[src/rtl/rstc_pkg.sv]
package rstc_pkg;
  localparam int FLAG_W = 10;

  localparam int B_POR   = 0;
  localparam int B_BOR   = 1;
  localparam int B_IDLE  = 2;
  localparam int B_SLEEP = 3;
  localparam int B_WDT   = 4;
  localparam int B_SW    = 6;
  localparam int B_PIN   = 7;
  localparam int B_STBY  = 8;
  localparam int B_CFG   = 9;

  localparam logic [FLAG_W-1:0] IMPL_MASK = 10'h3DF;
  localparam logic [FLAG_W-1:0] POR_VALUE = 10'h003;

  typedef enum logic [1:0] {
    ST_PWRUP = 2'd0,
    ST_LOAD  = 2'd1,
    ST_RUN   = 2'd2
  } rst_state_e;

  typedef enum logic [1:0] {
    OP_DIRECT = 2'd0,
    OP_CLR    = 2'd1,
    OP_SET    = 2'd2,
    OP_INV    = 2'd3
  } wr_op_e;

  typedef struct packed {
    logic cfg;
    logic sw;
    logic wdt;
    logic pin;
    logic bor;
  } cause_t;
endpackage

[src/rtl/rstc_req_sync.sv]
module rstc_req_sync #(
  parameter int N      = 3,
  parameter int STAGES = 2
) (
  input  logic         clk,
  input  logic         rst_n,
  input  logic [N-1:0] d_async,
  output logic [N-1:0] q_sync
);
  for (genvar i = 0; i < N; i++) begin : g_bit
    logic [STAGES-1:0] chain_q;
    logic [STAGES-1:0] chain_d;

    always_comb chain_d = {chain_q[STAGES-2:0], d_async[i]};

    always_ff @(posedge clk or negedge rst_n) begin
      if (!rst_n) chain_q <= '0;
      else        chain_q <= chain_d;
    end

    assign q_sync[i] = chain_q[STAGES-1];
  end
endmodule

[src/rtl/rstc_seq.sv]
module rstc_seq
  import rstc_pkg::*;
#(
  parameter int PU_CYCLES = 6400000,
  parameter int CORE_DLY  = 8
) (
  input  logic clk,
  input  logic rst_n,
  input  logic any_req,
  input  logic reg_en,
  input  logic cfg_loaded,
  input  logic clk_stable,
  input  logic wake_req,
  output logic sys_rst,
  output logic core_rst,
  output logic wake_evt
);
  localparam int PU_W   = $clog2(PU_CYCLES + 1);
  localparam int CORE_W = $clog2(CORE_DLY + 1);
  localparam logic [PU_W-1:0]   PU_LAST   = PU_W'(PU_CYCLES - 1);
  localparam logic [CORE_W-1:0] CORE_LAST = CORE_W'(CORE_DLY);

  rst_state_e        state_q, state_d;
  logic [PU_W-1:0]   pu_q, pu_d;
  logic              pu_en;
  logic [CORE_W-1:0] core_q, core_d;
  logic              wake_q, wake_d;

  always_comb begin
    state_d = state_q;
    unique case (state_q)
      ST_PWRUP: if (reg_en || pu_q == PU_LAST) state_d = ST_LOAD;
      ST_LOAD:  if (cfg_loaded && clk_stable)  state_d = ST_RUN;
      ST_RUN:   state_d = ST_RUN;
      default:  state_d = ST_LOAD;
    endcase
    if (any_req) state_d = ST_LOAD;
  end

  assign pu_en = (state_q == ST_PWRUP) && !reg_en;
  assign pu_d  = pu_q + 1'b1;

  always_comb begin
    if (state_q != ST_RUN)      core_d = '0;
    else if (core_q != CORE_LAST) core_d = core_q + 1'b1;
    else                        core_d = core_q;
  end

  assign wake_d = wake_req;

  always_ff @(posedge clk or negedge rst_n) begin
    if (!rst_n) begin
      state_q <= ST_PWRUP;
      pu_q    <= '0;
      core_q  <= '0;
      wake_q  <= 1'b0;
    end else begin
      state_q <= state_d;
      if (pu_en) pu_q <= pu_d;
      core_q  <= core_d;
      wake_q  <= wake_d;
    end
  end

  assign sys_rst  = (state_q != ST_RUN);
  assign core_rst = sys_rst || (core_q != CORE_LAST);
  assign wake_evt = wake_q;
endmodule

[src/rtl/rstc_status.sv]
module rstc_status
  import rstc_pkg::*;
#(
  parameter int DATA_W = 32,
  parameter int ADDR_W = 4
) (
  input  logic              clk,
  input  logic              rst_n,
  input  cause_t            cause,
  input  logic              in_sleep,
  input  logic              in_idle,
  input  logic              bus_sel,
  input  logic              bus_wr,
  input  logic [ADDR_W-1:0] bus_addr,
  input  logic [DATA_W-1:0] bus_wdata,
  output logic [DATA_W-1:0] bus_rdata
);
  localparam logic [FLAG_W-1:0] KEEP_ON_BOR =
    (FLAG_W'(1) << B_POR) | (FLAG_W'(1) << B_STBY);

  logic [FLAG_W-1:0] flags_q, flags_d, bus_next, wmask;
  logic              wr_en, hw_en, flags_en;
  wr_op_e            op;
  logic              unused_bits;

  assign unused_bits = ^{bus_wdata[DATA_W-1:FLAG_W], bus_addr[1:0]};
  assign op    = wr_op_e'(bus_addr[3:2]);
  assign wmask = bus_wdata[FLAG_W-1:0] & IMPL_MASK;
  assign wr_en = bus_sel && bus_wr;
  assign hw_en = cause.bor | cause.pin | cause.wdt | cause.sw | cause.cfg;
  assign flags_en = wr_en || hw_en;

  always_comb begin
    bus_next = flags_q;
    if (wr_en) begin
      unique case (op)
        OP_DIRECT: bus_next = wmask;
        OP_CLR:    bus_next = flags_q & ~wmask;
        OP_SET:    bus_next = flags_q | wmask;
        OP_INV:    bus_next = flags_q ^ wmask;
        default:   bus_next = flags_q;
      endcase
    end
  end

  always_comb begin
    flags_d = bus_next;
    if (cause.bor) begin
      flags_d        = bus_next & KEEP_ON_BOR;
      flags_d[B_BOR] = 1'b1;
    end else begin
      if (cause.pin)             flags_d[B_PIN]   = 1'b1;
      if (cause.pin && in_sleep) flags_d[B_SLEEP] = 1'b1;
      if (cause.pin && in_idle)  flags_d[B_IDLE]  = 1'b1;
      if (cause.sw)              flags_d[B_SW]    = 1'b1;
      if (cause.wdt)             flags_d[B_WDT]   = 1'b1;
      if (cause.cfg)             flags_d[B_CFG]   = 1'b1;
    end
  end

  always_ff @(posedge clk or negedge rst_n) begin
    if (!rst_n)        flags_q <= POR_VALUE;
    else if (flags_en) flags_q <= flags_d;
  end

  assign bus_rdata = (bus_sel && !bus_wr && op == OP_DIRECT) ? DATA_W'(flags_q) : '0;
endmodule

[src/rtl/rst_cause_ctrl.sv]
module rst_cause_ctrl
  import rstc_pkg::*;
#(
  parameter int PU_CYCLES   = 6400000,
  parameter int CORE_DLY    = 8,
  parameter int SYNC_STAGES = 2,
  parameter int DATA_W      = 32,
  parameter int ADDR_W      = 4
) (
  input  logic              clk,
  input  logic              por_n,
  input  logic              regulator_en,
  input  logic              cfg_loaded,
  input  logic              clk_stable,
  input  logic              bor_req,
  input  logic              pin_req,
  input  logic              wdt_req,
  input  logic              sw_req,
  input  logic              cfg_mismatch,
  input  logic              in_sleep,
  input  logic              in_idle,
  input  logic              bus_sel,
  input  logic              bus_wr,
  input  logic [ADDR_W-1:0] bus_addr,
  input  logic [DATA_W-1:0] bus_wdata,
  output logic [DATA_W-1:0] bus_rdata,
  output logic              sys_rst,
  output logic              core_rst,
  output logic              wake_evt
);
  localparam int N_ASYNC = 3;

  logic               rst_n_int;
  logic [N_ASYNC-1:0] async_raw, async_sync;
  logic               low_power;
  cause_t             cause;
  logic               any_req;

  rstc_req_sync #(.N(1), .STAGES(SYNC_STAGES)) u_rst_sync (
    .clk     (clk),
    .rst_n   (por_n),
    .d_async (1'b1),
    .q_sync  (rst_n_int)
  );

  assign async_raw = {wdt_req, pin_req, bor_req};

  rstc_req_sync #(.N(N_ASYNC), .STAGES(SYNC_STAGES)) u_req_sync (
    .clk     (clk),
    .rst_n   (rst_n_int),
    .d_async (async_raw),
    .q_sync  (async_sync)
  );

  assign low_power = in_sleep || in_idle;

  always_comb begin
    cause.bor = async_sync[0];
    cause.pin = async_sync[1];
    cause.wdt = async_sync[2] && !low_power;
    cause.sw  = sw_req;
    cause.cfg = cfg_mismatch;
  end

  assign any_req = cause.bor | cause.pin | cause.wdt | cause.sw | cause.cfg;

  rstc_seq #(.PU_CYCLES(PU_CYCLES), .CORE_DLY(CORE_DLY)) u_seq (
    .clk        (clk),
    .rst_n      (rst_n_int),
    .any_req    (any_req),
    .reg_en     (regulator_en),
    .cfg_loaded (cfg_loaded),
    .clk_stable (clk_stable),
    .wake_req   (async_sync[2] && low_power),
    .sys_rst    (sys_rst),
    .core_rst   (core_rst),
    .wake_evt   (wake_evt)
  );

  rstc_status #(.DATA_W(DATA_W), .ADDR_W(ADDR_W)) u_status (
    .clk       (clk),
    .rst_n     (rst_n_int),
    .cause     (cause),
    .in_sleep  (in_sleep),
    .in_idle   (in_idle),
    .bus_sel   (bus_sel),
    .bus_wr    (bus_wr),
    .bus_addr  (bus_addr),
    .bus_wdata (bus_wdata),
    .bus_rdata (bus_rdata)
  );
endmodule

[config.mk]
export PLATFORM = sky130hd
export DESIGN_NAME = rst_cause_ctrl
export DESIGN_NICKNAME = d
export VERILOG_FILES = /design/src/rtl/rstc_pkg.sv /design/src/rtl/rstc_req_sync.sv /design/src/rtl/rstc_seq.sv /design/src/rtl/rstc_status.sv /design/src/rtl/rst_cause_ctrl.sv
export SDC_FILE = /design/constraint.sdc
export NUM_CORES = 1
export LEC_CHECK = 0
export CORE_MARGIN = 3
export CORE_UTILIZATION = 45
export DETAILED_ROUTE_END_ITERATION = 7
export GPL_TIMING_DRIVEN = 0
export PLACE_DENSITY = 0.77
export SYNTH_ARGS = -nofsm -noshare
export SYNTH_HDL_FRONTEND = slang
export SYNTH_SLANG_ARGS = --single-unit
[constraint.sdc]
create_clock -name clk -period 1.7 [get_ports clk]
set_input_delay 0.255 -clock clk [delete_from_list [all_inputs] [get_ports clk]]
set_output_delay 0.255 -clock clk [all_outputs]
set_load 0.02 [all_outputs]
# After elaboration in Yosys (flattened, before gate mapping)
# Cells that the tools add are included.
op_classes:
  addsub: 2
  n_eq_ne: 10
  mux: 20
  bitwise_logic: 8
  reduce_logical: 35
ops:
  columns: ["operator", "n"]
  rows:
  - ["case mux 10 bit (4 select lines)", 1]
  - ["adder 23 x 1 -> 23 bit, second input constant", 1]
  - ["== test 23 bit, second input constant", 1]
  - ["two-way mux 10 bit", 2]
  - ["AND reduction 2 bit", 9]
  - ["nonzero test 3 bit", 6]
  - ["AND 10 bit", 1]
  - ["two-way mux 2 bit", 5]
  - ["NOT 10 bit", 1]
  - ["bitwise OR 10 bit", 1]
  - ["bitwise XOR 10 bit", 1]
  - ["logical AND 1 bit", 9]
  - ["two-way mux 1 bit", 8]
  - ["two-way mux 4 bit", 2]
  - ["== test 2 bit, second input constant", 3]
  - ["!= test 3 x 1 -> 1 bit, second input constant", 2]
  - ["case mux 2 bit (3 select lines)", 1]
  - ["adder 4 x 1 -> 4 bit, second input constant", 1]
  - ["== test 2 x 1 -> 1 bit, second input constant", 2]
  - ["zero test 2 bit", 2]
  - ["logical OR 1 bit", 4]
  - ["!= test 4 bit, second input constant", 1]
  - ["bitwise OR 1 bit", 4]
  - ["nonzero test 2 bit", 2]
  - ["other kinds (3)", 5]
word_totals:
  reg_bits: 48
  inputBits: 50
  output_inout_bits: 35
  word_cells: 92

# Depth between registers and ports, before layout
# Gate-level depths: netlist of run 1.
depth:
  ltp_word: 8
  mapped_depth: 6
  depth_no_buf: 6

# Modules after synthesis
# A second synthesis of run 1 with hierarchy kept.
hier_totals:
  hier_cells: 275
  hier_area_um2: 2960.3
by_module_without_submodules:
  columns: ["mod", "n_inst", "cells_each", "area_per_inst_um2", "seq_area_each_um2"]
  rows:
  - ["rstc_seq", 1, 129, 1486.4, 750.7]
  - ["rstc_status", 1, 130, 1214.9, 227.7]
  - ["rstc_req_sync (u_req_sync)", 1, 9, 172.7, 150.1]
  - ["rstc_req_sync (u_rst_sync)", 1, 2, 50.0, 50.0]
  - ["rst_cause_ctrl", 1, 5, 36.3, 0.0]

# Worst setup path before layout of run 1
# Ideal clock, no wire load.
synth_path:
  path_kind: "register to register"
  startpoint: "register u_req_sync.g_bit[0].chain_q[1]"
  endpoint: "register u_seq.state_q[0]"
  setup_ns: 0.120
  arrival_ns: 1.720
  required_ns: 1.580
  setup_slack_ns: -0.140
  stages_incl_launch_ff: 5
  path_buffers: 1
  period_less_slack_ns: 1.840
  path_cell_list: "dfrtp_1 > buf_6 > or4_4 > or4b_4 > o211a_1"
synth_via:
  elab_chain_cells: 6
  word_cells_on_any_way: 8
  classes_between: "eq/ne: 2; mux: 1; bitwise: 4; reduce/logical: 1"
synth_rtl:
  columns: ["element", "line", "rtl"]
  rows:
  - ["from (decl)", "rstc_req_sync.sv:11", "logic [STAGES-1:0] chain_q;"]
  - ["from (signal assigned)", "rstc_req_sync.sv:18", "else chain_q <= chain_d;"]
  - ["bitwise OR 1 bit (*) (4 in series)", "rst_cause_ctrl.sv:65", "assign any_req = cause.bor | cause.pin | cause.wdt | cause.sw | cause.cfg;"]
  - ["!= test 3 x 1 -> 1 bit (no line)", null, null]
  - ["AND reduction 2 bit (no line)", null, null]
  - ["to (signal assigned)", "rstc_seq.sv:58", "state_q <= state_d;"]
  - ["to (decl)", "rstc_seq.sv:23", "rst_state_e state_q, state_d;"]
# Every way passes the cells marked *; elsewhere a longest branch is shown, timed or not.
# A chain may end at the register's enable or synchronous reset.

# Worst setup path after layout of run 1
layout_path:
  startpoint: "register u_seq.pu_q[14]"
  endpoint: "register u_seq.state_q[1]"
layout_via:
  elab_chain_cells: 4
layout_rtl:
  columns: ["element", "line", "rtl"]
  rows:
  - ["from (decl)", "rstc_seq.sv:24", "logic [PU_W-1:0] pu_q, pu_d;"]
  - ["from (signal assigned)", "rstc_seq.sv:59", "if (pu_en) pu_q <= pu_d;"]
  - ["== test 23 bit", "rstc_seq.sv:32", "ST_PWRUP: if (reg_en || pu_q == PU_LAST) state_d = ST_LOAD;"]
  - ["logical OR 1 bit", "rstc_seq.sv:32", null]
  - ["!= test 3 x 1 -> 1 bit (no line)", null, null]
  - ["AND reduction 2 bit (no line)", null, null]
# No other way between the ends.

==> results of run 1 <==
## critical path: cells and delay by family, from the launching register on
kind             cells  cell delay [ps]
AO/OA/AOI/OAI        2              390
AND/OR/NAND/NOR      2              980
flip-flops           1              380
## cell families (layout without fill, tap and decap cells)
logic type	after synthesis	count (layout)	share of synthesized area
muxes	9	9	0.06540
adders and majority gates	24	24	0.1033
xor gates and xnor gates	24	24	0.07229
and+or+nand+nor	98	98	0.1911
DFF	47	47	0.4053
AOI/OAI and AO/OA	20	20	0.04604
buffers and inverters	63	129	0.1140
other	2	24	0.002583
## layout by cell type (no fill, tap or decap), types with 5 or more instances in the layout
cell type,synthesis,layout
clkbuf_8,0,7
buf_6,1,6
mux4_2,8,8
dlygate4sd2_1,0,5
nand3_1,12,9
conb_1,2,24
clkdlybuf4s50_1,0,19
dfrtp_1,45,44
buf_4,23,49
xnor2_1,9,9
xor2_1,15,15
nand2_1,28,28
and2_1,11,9
inv_1,36,34
o21ai_0,5,5
nand4_1,6,6
ha_1,24,21
nor2_1,5,5
## final cells by class
| type | instances | share of cell area |
|---|---|---|
| multi-input combinational | 199 | 0.4343 |
| sequential | 47 | 0.2979 |
| timing repair buffer | 58 | 0.1336 |
| buffer | 27 | 0.05117 |
| inverter | 36 | 0.03411 |
| clock buffer | 8 | 0.02527 |
| tap | 75 | 0.02369 |
## what timing repair did
action / CTS / global route
setup buffers: 16 / 4
pin swaps: 8 / 12
cloned: 1 / 0
endpoints found under the setup margin: 29 / 27
resized for setup: 80 / 28
## power by group through the flow
stage               sequential (W)  clock (W)  combinational (W)
CTS                        0.00121   0.000748           0.000422
detailed placement         0.00124          0           0.000386
finish                     0.00121   0.000735           0.000433
global route               0.00122   0.000803           0.000480
floorplan                  0.00123          0           0.000245
global placement           0.00125          0           0.000342
## worst max path at each step
stage,slack (ps),to,start,cells after the start
after global placement,-1450,bus_rdata[4],bus_addr[3],5
after detailed placement,-1480,bus_rdata[4],bus_addr[3],5
final,-180,u_seq.state_q[1],u_seq.pu_q[14],4
after CTS,-130,u_seq.state_q[1],u_seq.pu_q[14],4
after global routing,-220,u_seq.state_q[1],u_seq.pu_q[14],4
after floorplan,-70,u_seq.state_q[1],u_seq.pu_q[14],4
## per-layer routing
layer	track usage	vias to the layer above	routed length (um)
li1	-	1109	-
met1	0.2413	1119	2806
met2	0.3484	72	3613
met3	0.03232	13	355
met4	0.07790	0	136
met5	0	-	0
## flip-flops by register name (all words and copies together) (netlist names)
name                      cells
u_seq.pu_q                   23
u_status.flags_q              9
u_req_sync.g_bit.chain_q      6
u_seq.core_q                  4
u_rst_sync.g_bit.chain_q      2
u_seq.state_q                 2
u_seq.wake_evt                1
## stage by stage
stage | util | hold slack, ps | instances | setup WS [ps] | setup TNS, ps
final | 0.6498 | 111.6 | 450 | -178.9 | -379.8
after global routing | 0.6498 | 93.49 | 450 | -222.8 | -1187
after CTS | 0.6225 | 102.5 | 446 | -125.8 | -231.3
after detailed placement | 0.5700 | 161.4 | 421 | -1479 | -18760
after global placement | 0.5665 | 332.9 | 420 | -1453 | -26280
after floorplan | - | -40.59 | 309 | -73.89 | -137.6
==> flow_summary.yaml, run 1 <==
place:
  gp_congestion: 0.7692
  postPlaceCellArea_um2: 3475
  io_buffers: 36
  post-dp-hpwl_um: 4612
floorplan:
  ioPinCount: 85
  die_h_um: 86.39
  start_util: 0.4770
  die_w_um: 86.39
  core_um2: 6096
  row_count: 28
  dieArea_um2: 7462
sta:
  worst_pin_slew_ps: 558.2
  setup_viol: 5
  slew_headroom: 0.6245
  fin_crit_sh: 1.105
  max_freq_mhz: 532.2
  worst_slack_ps: -178.9
  fin_crit_ps: 1879
  rsz0062_at_grt: "yes"
  fin_skew_ps: 9.639
  finalMaxSlewViolations: 0
  hold_viol_final: 0
setup_path:
  reg2reg_depth: 4
  required_ps: 1870
  crit_chain: "or4b_1, or4_4, o311ai_4, o211ai_1"
  path_max_fanout: 2
  r2r-end: "u_seq.state_q[1]"
  crit_arrival_ps: 2050
  rrSetupSlack_ps: -180
  crit_path_max_incr_delay_ps: 520
  cp_slowest_cell: "or4b_1"
  cp-start-kind: "flip-flop"
  crit-reg2reg-launch: "u_seq.pu_q[14]"
  end_kind: "flip-flop"
  worstSetupPathType: "reg2reg"
cells_and_area:
  n_antenna_cell: 0
  final_area_um2: 3961
  nFillCells: 494
  multi_input_area_um2: 1720
  nNetsFinal: 448
  final-seq-area_um2: 1180
  drive_gt1_frac: 0.2853
  area_delta_synth_final_pct: 36.23
cts:
  clkSlewWorstSetupHoldPaths_ps: 80
  clk_path_buf_depth: 2
  root_buffer: "clkbuf_8"
  cts_buffers: 5
  cts_tree: "done"
  ctsHtreeMaxLevel: 2
  insertion_delay_ps: 300
  postCtsHoldBufs: 0
  numClockSinks: 47
grt:
  first_global_vias: 2431
  grt_util_all_layers: 0.1979
  antenna_found_initial: 0
  grt_first_pass_wirelength_um: 11550
  grt_max_degree: 34
  grt_overflow_total: 0
outcome:
  violations: "negative setup slack"
  status: "finished with violations"
power:
  p_sw_w: 0.0006249
  internal-power_w: 0.001756
  power_density_nw_per_um2: 601.1
  p_total_w: 0.002381
  sw_frac_of_total: 0.2624
  seqPwrFrac: 0.509
  worst_ir_drop_vdd_uv: 433.8
  pwr-share-comb: 0.182
  clkPwrFrac: 0.309
  p_leak_nw: 2.000
detailed_routing:
  first_pass_iters: 4
  post_drt_wl_per_cell_um: 15.36
  postRouteAntennaNets: 0
  viasPerCell: 5.140
  wl_um: 6911
  vias: 2313
  drtIter0Drc: 170
  drc: 0
yosys:
  synth-edff-count: 0
  yosys_warnings: 0
  postSynthCellCount: 287
  yosysSeqAreaShare: 0.4053
  netlist_area_um2: 2908
  yosysTopAreaCellShare: 0.3873
  synthFlopType: "dfrtp_1"
  avgSynthCellArea_um2: 10.13
  synth_area_leaders: "dfrtp_1 (39%), ha_1 (10%), mux4_2 (6.2%), buf_4 (5.9%), inv_1 (4.6%)"
  yosysMostFrequentCell: "dfrtp_1"
  synth_common_cells: "dfrtp_1 (45), inv_1 (36), nand2_1 (28), ha_1 (24), buf_4 (23)"
  async_flop_share: 1.000
  synth_cell_types: 42
  ys_ff_latch: 47
  synth_largest_area_cell: "dfrtp_1"
flow_run:
  maxCapViolCount: 0
min_path:
  worstHoldPathType: "in2async"
Note: power is estimated with default switching activity, not from simulation.
==> run 2: changes to the inputs <==
--- a/config.mk
+++ b/config.mk
@@ -5,6 +5,7 @@
 export SDC_FILE = /design/constraint.sdc
 export NUM_CORES = 1
 export LEC_CHECK = 0
+export CORE_ASPECT_RATIO = 2
 export CORE_MARGIN = 3
 export CORE_UTILIZATION = 45
 export DETAILED_ROUTE_END_ITERATION = 7
==> run 2 against run 1 <==
  * The run still ends with negative setup slack left
  * Wire length down 4.6%
  * Cell count rose by 0.67%
  * Die area grew 0.78%
  * Register-to-register slack better by 20 ps
  * Clock-buffer cell count fell by 2
==> flow_summary.yaml, run 2 (synthesis gave the netlist of run 1 again) <==
grt:
  grt_max_degree: 40
  grt_overflow_total: 0
  first_global_vias: 2403
  antenna_found_initial: 0
  grt_first_pass_wirelength_um: 10920
  grt_util_all_layers: 0.1848
setup_path:
  required_ps: 1860
  worstSetupPathType: "reg2reg"
  path_delay_family: "simple AND/OR/NAND/NOR gates"
  startpoint: "u_seq.pu_q[14]"
  crit_chain: "or4b_1, or4_4, o311ai_4, o211ai_1"
  cp_slowest_cell: "or4b_1"
  rrSetupSlack_ps: -160
  endpoint: "u_seq.state_q[1]"
  crit-reg2reg-launch: "u_seq.pu_q[14]"
  cp-start-kind: "flip-flop"
  crit_path_max_incr_delay_ps: 530
  end_kind: "flip-flop"
  crit_buf_inv: 0
  crit_arrival_ps: 2010
  r2r-end: "u_seq.state_q[1]"
  path_depth: 4
  reg2reg_depth: 4
  path_max_fanout: 2
power:
  internal-power_w: 0.001920
  worst_ir_drop_vdd_uv: 519.0
  p_leak_nw: 1.914
  pwr-share-comb: 0.160
  power_density_nw_per_um2: 664.9
  sw_frac_of_total: 0.2593
  p_total_w: 0.002592
  clkPwrFrac: 0.372
  p_sw_w: 0.0006723
  seqPwrFrac: 0.467
cts:
  ctsHtreeMaxLevel: 2
  root_buffer: "clkbuf_16"
  insertion_delay_ps: 290
  cts_tree: "done"
  cts_buffers: 5
  numClockSinks: 47
  clk_path_buf_depth: 2
  postCtsHoldBufs: 0
  clkSlewWorstSetupHoldPaths_ps: 60
cells_and_area:
  final-seq-area_um2: 1181
  n_antenna_cell: 0
  layout.cells.non_filler: 453
  area_delta_synth_final_pct: 34.08
  nFillCells: 510
  drive_gt1_frac: 0.2629
  final_core_util: 0.6333
  largest_reg_flops: 23
  top_register: "u_seq.pu_q"
  nNetsFinal: 442
  mostFrequentLayoutCells: "dfrtp_1 (43), buf_4 (38), inv_1 (34)"
  multi_input_area_um2: 1668
  final_area_um2: 3899
  largestRegisters: "u_seq.pu_q (23), u_status.flags_q (9), u_req_sync.g_bit.chain_q (6)"
  final_common_cell: "dfrtp_1"
sta:
  tns_ps: -293.7
  slew_headroom: 0.6436
  finalMaxSlewViolations: 0
  setup_viol: 2
  fin_skew_ps: 4.485
  max_freq_mhz: 539.1
  worst_pin_slew_ps: 534.6
  fin_crit_ps: 1855
  worst_slack_ps: -155.1
  hold_viol_final: 0
  fin_crit_sh: 1.091
  rsz0062_at_grt: "yes"
detailed_routing:
  post_drt_wl_per_cell_um: 14.55
  viasPerCell: 5.024
  first_pass_iters: 4
  drc: 0
  vias: 2276
  postRouteAntennaNets: 0
  drtIter0Drc: 91
  wl_um: 6593
floorplan:
  core_um2: 6156
  die_w_um: 62.84
  start_util: 0.4724
  row_count: 40
  die_h_um: 119.7
  ioPinCount: 85
  dieArea_um2: 7521
place:
  placed_cells: 430
  postPlaceCellArea_um2: 3486
  gp_congestion: 0.7952
  post-dp-hpwl_um: 4750
  io_buffers: 36
outcome:
  violations: "negative setup slack"
  status: "finished with violations"
flow_run:
  maxCapViolCount: 0
min_path:
  worstHoldPathType: "reg2async"
## run 2: area by class of cell
class                           count  area share
Clock buffer                        6     0.03306
Tap cell                           84     0.02696
Multi-Input combinational cell    199      0.4278
Inverter                           36     0.03466
Buffer                             27     0.05199
Sequential cell                    47      0.3030
Timing Repair Buffer               52      0.1194
Clock inverter                      2    0.003209
## run 2: worst min-delay path by stage
| stage | startpoint | endpoint | slack (ps) |
|---|---|---|---|
| floorplan | por_n | u_rst_sync.g_bit[0].chain_q[0] | -40 |
| global placement | u_rst_sync.g_bit[0].chain_q[0] | u_rst_sync.g_bit[0].chain_q[1] | 330 |
| detailed placement | u_rst_sync.g_bit[0].chain_q[1] | u_req_sync.g_bit[2].chain_q[0] | 110 |
| CTS | u_rst_sync.g_bit[0].chain_q[1] | u_req_sync.g_bit[1].chain_q[0] | 120 |
| global route | u_rst_sync.g_bit[0].chain_q[1] | u_req_sync.g_bit[1].chain_q[0] | 120 |
| finish | u_rst_sync.g_bit[0].chain_q[1] | u_status.flags_q[8] | 110 |
## run 2: power groups by stage
stage / logic [W] / clock network, W / registers (W)
after floorplan: 0.000245 / 0 / 0.00123
after global routing: 0.000465 / 0.00102 / 0.00122
after detailed placement: 0.000385 / 0 / 0.00123
final: 0.000416 / 0.000965 / 0.00121
after CTS: 0.000414 / 0.000988 / 0.00121
after global placement: 0.000344 / 0 / 0.00125
## run 2: timing repair
item,in CTS,in global routing
pin swaps,4,8
setup buffers,10,4
endpoints found under the setup margin,27,24
resized for setup,66,26
gates cloned,1,0
## run 2: worst register-to-register path: stages, from the launching register on
cell,delay [ps]
dfrtp_1,380
or4b_1,530
or4_4,460
o311ai_4,220
o211ai_1,130
## run 2: per-layer routing
metal | GRT usage | part of all wire | vias up
li1 | - | - | 1094
met2 | 0.3645 | 0.59 | 65
met5 | 0 | 0 | -
met3 | 0.02809 | 0.039 | 19
met4 | 0.1010 | 0.029 | 0
met1 | 0.1752 | 0.35 | 1098
## run 2: metrics by stage
step                hold slack (ps)  worst slack, ps
CTS                           115.3           -122.2
detailed placement            110.2            -1524
global route                  120.5           -252.2
finish                        106.6           -155.1
global placement              334.7            -1518
floorplan                    -40.59           -73.89
==> run 3: changes to the inputs <==
--- a/config.mk
+++ b/config.mk
@@ -9,6 +9,7 @@
 export CORE_MARGIN = 3
 export CORE_UTILIZATION = 45
 export DETAILED_ROUTE_END_ITERATION = 7
+export GPL_ROUTABILITY_DRIVEN = 0
 export GPL_TIMING_DRIVEN = 0
 export PLACE_DENSITY = 0.77
 export SYNTH_ARGS = -nofsm -noshare
==> results of run 3 <==
Final layout, timing and power as in run 2 (identical DEF).
